===== src/rtl/coh_pkg.sv =====
// Shared types for the line coherence controller.
// Assumes: encodings below are visible at the block's ports and fixed.
package coh_pkg;
    typedef enum logic [1:0] {
        LN_INV = 2'd0,
        LN_SHR = 2'd1,
        LN_EXC = 2'd2,
        LN_MOD = 2'd3
    } line_st_t;

    typedef enum logic [2:0] {
        BC_NONE  = 3'd0,
        BC_RD    = 3'd1,
        BC_RDX   = 3'd2,
        BC_INV   = 3'd3,
        BC_WB    = 3'd4,
        BC_REPLY = 3'd5
    } bcmd_t;

    localparam logic [1:0] OP_LOAD  = 2'd0;
    localparam logic [1:0] OP_STORE = 2'd1;
    localparam logic [1:0] OP_EVICT = 2'd2;
endpackage


===== src/rtl/coh_local_dec.sv =====
// Decides how a core-side request is served, given the frame's current state.
// Assumes: op is one of load/store/evict; any other value is handled as evict.
module coh_local_dec
    import coh_pkg::*;
(
    input  line_st_t   st,
    input  logic [1:0] op,
    output logic       hit,
    output logic       need_bus,
    output bcmd_t      cmd,
    output line_st_t   hit_next,
    output logic       hit_write
);
    // Classify the request as local completion or bus transaction.
    always_comb begin
        hit       = 1'b0;
        need_bus  = 1'b0;
        cmd       = BC_NONE;
        hit_next  = st;
        hit_write = 1'b0;
        unique case (op)
            OP_LOAD: begin
                if (st == LN_INV) begin
                    need_bus = 1'b1;
                    cmd      = BC_RD;
                end else begin
                    hit = 1'b1;
                end
            end
            OP_STORE: begin
                if (st == LN_INV) begin
                    need_bus = 1'b1;
                    cmd      = BC_RDX;
                end else if (st == LN_SHR) begin
                    need_bus = 1'b1;
                    cmd      = BC_INV;
                end else begin
                    hit       = 1'b1;
                    hit_next  = LN_MOD;
                    hit_write = 1'b1;
                end
            end
            default: begin
                if (st == LN_MOD) begin
                    need_bus = 1'b1;
                    cmd      = BC_WB;
                end else begin
                    hit      = 1'b1;
                    hit_next = LN_INV;
                end
            end
        endcase
    end
endmodule


===== src/rtl/coh_snoop_dec.sv =====
// Reaction of one frame to a transaction seen from another cache.
// Assumes: write-back and reply commands never change this cache's state.
module coh_snoop_dec
    import coh_pkg::*;
(
    input  logic     active,
    input  bcmd_t    cmd,
    input  line_st_t st,
    output line_st_t nxt,
    output logic     chg,
    output logic     reply,
    output logic     shared
);
    // Next state and responses for the snooped command.
    always_comb begin
        nxt    = st;
        reply  = 1'b0;
        shared = 1'b0;
        if (active) begin
            case (cmd)
                BC_RD: begin
                    shared = (st != LN_INV);
                    reply  = (st == LN_MOD);
                    if (st == LN_MOD || st == LN_EXC) nxt = LN_SHR;
                end
                BC_RDX: begin
                    reply = (st == LN_MOD);
                    nxt   = LN_INV;
                end
                BC_INV:  nxt = LN_INV;
                default: nxt = st;
            endcase
        end
        chg = active && (nxt != st);
    end
endmodule


===== src/rtl/coh_line_ctrl.sv =====
// Per-frame coherence controller for one private cache on a snooping bus.
// Holds state and one data word per frame, serves one core request at a
// time, and reacts to snooped transactions with priority over that request.
// Assumes: req_* held stable until req_ready; FRAMES is a power of two >= 2.
module coh_line_ctrl
    import coh_pkg::*;
#(
    parameter int FRAMES  = 4,
    parameter int DATA_W  = 8,
    parameter bit EXCL_EN = 1'b1,
    localparam int FW     = $clog2(FRAMES)
) (
    input  logic              clk,
    input  logic              rst_n,
    input  logic              req_valid,
    input  logic [1:0]        req_op,
    input  logic [FW-1:0]     req_frame,
    input  logic [DATA_W-1:0] req_wdata,
    output logic              req_ready,
    output logic [DATA_W-1:0] req_rdata,
    output logic              bus_req,
    output logic [2:0]        bus_cmd,
    output logic [FW-1:0]     bus_frame,
    output logic [DATA_W-1:0] bus_wdata,
    input  logic              bus_gnt,
    input  logic              fill_valid,
    input  logic [DATA_W-1:0] fill_data,
    input  logic              fill_shared,
    input  logic              snp_valid,
    input  logic [2:0]        snp_cmd,
    input  logic [FW-1:0]     snp_frame,
    output logic              snp_reply,
    output logic [DATA_W-1:0] snp_data,
    output logic              snp_shared
);
    line_st_t          state_q [FRAMES];
    logic [DATA_W-1:0] data_q  [FRAMES];
    logic              fill_phase_q;

    line_st_t cur_st, hit_next, snp_next, loc_next;
    bcmd_t    loc_cmd;
    logic     hit, need_bus, hit_write;
    logic     snp_chg, snp_rep, snp_shr;
    logic     same_frame, go, granted, done_hit, done_grant, done_fill;
    logic     loc_we, loc_dwe, is_load;
    logic [DATA_W-1:0] loc_wdata;

    assign cur_st  = state_q[req_frame];
    assign is_load = (req_op == OP_LOAD);

    coh_local_dec u_loc (
        .st(cur_st), .op(req_op), .hit(hit), .need_bus(need_bus),
        .cmd(loc_cmd), .hit_next(hit_next), .hit_write(hit_write)
    );

    coh_snoop_dec u_snp (
        .active(snp_valid), .cmd(bcmd_t'(snp_cmd)), .st(state_q[snp_frame]),
        .nxt(snp_next), .chg(snp_chg), .reply(snp_rep), .shared(snp_shr)
    );

    // Request progress: snoop on the same frame stalls a request not yet on the bus.
    always_comb begin
        same_frame = snp_valid && (snp_frame == req_frame);
        go         = req_valid && !fill_phase_q && !same_frame;
        granted    = go && need_bus && bus_gnt;
        done_hit   = go && hit;
        done_grant = granted && (loc_cmd == BC_INV || loc_cmd == BC_WB);
        done_fill  = fill_phase_q && req_valid && fill_valid;
        loc_we     = done_hit || done_grant || done_fill;
        loc_dwe    = (done_hit && hit_write) || (done_grant && loc_cmd == BC_INV) || done_fill;
        loc_wdata  = (done_fill && is_load) ? fill_data : req_wdata;
    end

    // Next state written by the local side.
    always_comb begin
        loc_next = hit_next;
        if (done_fill) begin
            if (!is_load)                      loc_next = LN_MOD;
            else if (EXCL_EN && !fill_shared)  loc_next = LN_EXC;
            else                               loc_next = LN_SHR;
        end else if (done_grant) begin
            loc_next = (loc_cmd == BC_INV) ? LN_MOD : LN_INV;
        end
    end

    // Port drive; data outputs are zero unless meaningful.
    always_comb begin
        req_ready  = loc_we;
        req_rdata  = '0;
        if (req_ready && is_load) req_rdata = done_fill ? fill_data : data_q[req_frame];
        bus_req    = go && need_bus;
        bus_cmd    = bus_req ? loc_cmd : BC_NONE;
        bus_frame  = bus_req ? req_frame : '0;
        bus_wdata  = (bus_req && loc_cmd == BC_WB) ? data_q[req_frame] : '0;
        snp_reply  = snp_rep;
        snp_data   = snp_rep ? data_q[snp_frame] : '0;
        snp_shared = snp_shr;
    end

    // Tracks whether a read-type transaction awaits its fill.
    always_ff @(posedge clk) begin
        if (!rst_n)                                                   fill_phase_q <= 1'b0;
        else if (granted && (loc_cmd == BC_RD || loc_cmd == BC_RDX))  fill_phase_q <= 1'b1;
        else if (done_fill)                                           fill_phase_q <= 1'b0;
    end

    for (genvar i = 0; i < FRAMES; i++) begin : g_frame
        // Frame state: a changing snoop wins over the local update.
        always_ff @(posedge clk) begin
            if (!rst_n)                                    state_q[i] <= LN_INV;
            else if (snp_chg && snp_frame == FW'(i))       state_q[i] <= snp_next;
            else if (loc_we && req_frame == FW'(i))        state_q[i] <= loc_next;
        end
        // Frame data word, written by stores and fills.
        always_ff @(posedge clk) begin
            if (!rst_n)                                    data_q[i] <= '0;
            else if (loc_dwe && req_frame == FW'(i))       data_q[i] <= loc_wdata;
        end
    end
endmodule


===== config.mk =====
export PLATFORM = sky130hd
export DESIGN_NAME = coh_line_ctrl
export DESIGN_NICKNAME = d
export VERILOG_FILES = /design/src/rtl/coh_pkg.sv /design/src/rtl/coh_local_dec.sv /design/src/rtl/coh_snoop_dec.sv /design/src/rtl/coh_line_ctrl.sv
export SDC_FILE = /design/constraint.sdc
export NUM_CORES = 1
export LEC_CHECK = 0
export ABC_AREA = 0
export BUFFER_PORTS_ARGS = -buffer_cell sky130_fd_sc_hd__buf_2
export CAP_MARGIN = 20
export CORE_MARGIN = 2
export CORE_UTILIZATION = 55
export DETAILED_ROUTE_END_ITERATION = 10
export PLACE_DENSITY = 0.86
export SLEW_MARGIN = 20
export SYNTH_ARGS = -nofsm -noshare
export SYNTH_HDL_FRONTEND = slang
export SYNTH_SLANG_ARGS = --single-unit

===== constraint.sdc =====
create_clock -name clk -period 3.15 [get_ports clk]
set_input_delay 0.63 -clock clk [delete_from_list [all_inputs] [get_ports clk]]
set_output_delay 0.63 -clock clk [all_outputs]
set_load 0.005 [all_outputs]

==> reports/qor.txt <==
crit path DAT: 2.31 ns
maxcap violations: 0
RSZ-0062 raised after global routing: no
crit-path most repeated cell: buf_2
worst slew pin tran: 0.732 ns
Vias/cell: 6.20
Crit. Startpoint: req_frame[0]
Ant. Diodes: 0
Worst setup SP type: input port
CTS clk-pin slew, worst paths: 0.09 ns
sequential fraction of the synthesis area: 42.7%
Final Non-Filler Cells: 407
total die area: 5790 µm²
net switching power: 0.341 mW
RD Place Congestion: 0.980
headroom to the max-slew limit: 50.7%
post-synthesis average cell area: 10.7 µm²
EDFF count, synth: 40
Residual DRC: 0
Max VDD drop: 0.309 mV
Final setup viols: 0
Rows: 26
TNS Setup: 0 ns
Global Route Usage Sum: 28.1%
postcts setup bufs: 0
buffer depth of the longest clock path: 2
share of layout cells above drive strength 1: 34.4%
Crit-path slowest cell: or3_1
critical path required time: 2.52 ns
Reg-to-Reg Start: state_q[3][1]
CTS tree: built
worst-path cell chain: buf_2 -> buf_4 -> mux2i_1 -> or3_1 -> a31o_2 -> nand2_2 -> a21oi_1 -> buf_2
CTS Sinks: 41
Post-CTS Hold Fix Bufs: 0
post-synth design cell area: 2860 µm²
Hold Crit Class: reg -> reg
WL final: 7720 µm
grt ovf: 0
# port buffers: 64
Filler Cell Count: 402
Synth Flop Type: edfxtp_1
fin crit period: 2.94 ns
GR Layer Usage met3: 4.86%
synthesized instance count: 267
crit path to: req_rdata[4]
R2R cell count: 5
drt pass-1 iters: 5
async set-or-reset flop fraction in the synthesized netlist: 0%
post-DP HPWL: 5770 µm
critical path depth in cells: 8
worst-path fanout max: 20
Yosys warning count: 0
status: completed
I/O pin cnt: 65
Power Density: 364 nW/µm²
maximum number of pins on one net before global-route repair: 21
vias in the first global route: 2557
Seq pwr share: 51.9%
first-pass GRT wire length: 12700 µm
CTS Buf Count: 5
multi-input combinational cell area: 1530 µm²
dpl cells: 399
skew final: 0.0142 ns
hold path start: fill_phase_q
worst-skew pair later-pin latency: 0.30 ns
R2R Path End: data_q[3][5]
GRT busiest layer: met2
initial antenna violation count: 0
#FFs+latches synth: 41
switching power share of the total: 27.7%
area added between synthesis and finish: 18.2%
fraction of power consumed by the clock network: 27.9%
core area: 5070 µm²
Vias: 2523
syn nets: 299
Final Hold Fails: 0
kind of critical path: in -> out
Cell variety after synth: 46
Storage cell area: 1220 µm²
Final #Nets: 368
Clock Root Buffer: clkbuf_8
CP top delay family: buffers and inverters
1st-iter DRT viols: 326
H-tree levels: 2
drt wl/cell: 19.0 µm
Tcrit/Tclk final: 93.2%
Die Height: 76.1 µm
Horiz. Die Dim: 76.1 µm
r2r setup slk: 0.65 ns
antenna-violating nets left: 0
grt met1 use: 36.1%
Slew Viols, Final: 0
Max Fclk: 0.341 GHz
starting density of the core: 56.3%
internal power: 0.888 mW
crit end category: output pin
GR Util met2: 46.7%
P_leak: 1.44 nW
WP buf/inv: 3
delay of the slowest critical-path stage: 0.36 ns
Comb power frac: 20.2%
-- registers in the layout, summed over array words and instances (netlist names) --
name          count
data_q           32
fill_phase_q      1
state_q           8
-- cell usage after synthesis (3+ instances only) --
cell,count,area [µm²]
nor2_1,41,154
edfxtp_1,40,1200
nand2_1,36,135
mux4_2,20,450
nor2b_1,13,81.3
a21oi_1,12,60.1
mux2i_1,11,110
and2_1,10,62.6
clkbuf_1,9,33.8
nand3_1,9,45.0
o21ai_0,5,25.0
inv_1,4,15.0
nand4_1,4,25.0
a31oi_1,3,18.8
buf_2,3,15.0
nand2b_1,3,18.8
nor4_1,3,18.8
o41ai_2,3,48.8
or3_1,3,18.8
-- power by group through the flow --
stage          Combinational, mW  Sequential (mW)  Clock [mW]
3_5_place_dp               0.244            0.649           0
3_3_place_gp               0.237            0.646           0
6_report                   0.248            0.638       0.343
5_1_grt                    0.270            0.640       0.360
4_1_cts                    0.245            0.637       0.339
2_1_floorplan              0.163            0.643           0
-- layout make-up --
cell class | count | area share (%)
multi-input combinational | 205 | 45.4
sequential | 41 | 36.2
timing repair buffer | 79 | 12.8
tap | 70 | 2.59
clock buffer | 5 | 2.04
clock inverter | 3 | 0.519
inverter | 4 | 0.445
-- worst min-delay path, cell delays in order, from the launching register on --
cell	delay [ns]
dfxtp_1	0.36
nand2_1	0.08
a21boi_0	0.08
-- metrics by stage --
stage | utilization [%] | power, mW | hold WS, ns | area, µm² | setup slack [ns]
detailed placement | 64.8 | 0.893 | 0.538 | 3290 | 0.0895
floorplan | - | 0.806 | 0.473 | 2860 | 0.310
finish | 66.5 | 1.23 | 0.571 | 3380 | 0.213
global placement | 64.8 | 0.883 | 0.507 | 3290 | 0.204
CTS | 66.5 | 1.22 | 0.553 | 3370 | 0.0850
global route | 66.5 | 1.27 | 0.620 | 3380 | 0.0977
-- logic make-up (layout without fill, tap and decap cells) --
logic type,after synthesis,in the layout,share of synthesized area [%]
and+or+nand+nor,133,133,22.5
muxes,33,33,20.4
buffers and inverters,21,91,3.68
adders and majority gates,1,1,0.350
AOI/OAI and AO/OA,35,35,9.37
DFF,41,41,42.7
xor gates and xnor gates,3,3,0.920
-- worst min path at each step --
stage | cells after the start | slack (ns) | endpoint
floorplan | 2 | 0.47 | fill_phase_q
global placement | 2 | 0.51 | fill_phase_q
detailed placement | 2 | 0.54 | fill_phase_q
CTS | 2 | 0.55 | fill_phase_q
global route | 2 | 0.62 | fill_phase_q
finish | 2 | 0.57 | fill_phase_q
-- timing repair --
action,CTS,global route
endpoints found under the setup margin,0,7
endpoints found under the hold margin,0,0
resized for setup,0,1
-- layout by cell type (no fill, tap or decap), types with 10 or more instances in the layout --
| cell | Yosys | final |
|---|---|---|
| buf_2 | 3 | 64 |
| nand2_1 | 36 | 35 |
| nor2_1 | 41 | 41 |
| mux2i_1 | 11 | 11 |
| a21oi_1 | 12 | 12 |
| and2_1 | 10 | 10 |
| mux4_2 | 20 | 20 |
| buf_4 | 2 | 15 |
| edfxtp_1 | 40 | 40 |
| nor2b_1 | 13 | 13 |
-- metal layers --
layer / vias up / share of wire, % / routed length [µm]
met1: 1198 / 37 / 2820
li1: 1133 / - / -
met2: 169 / 50 / 3890
met3: 23 / 11 / 830
met5: - / 0 / 0
met4: 0 / 2.3 / 180
(Power assumes the default switching activity.)
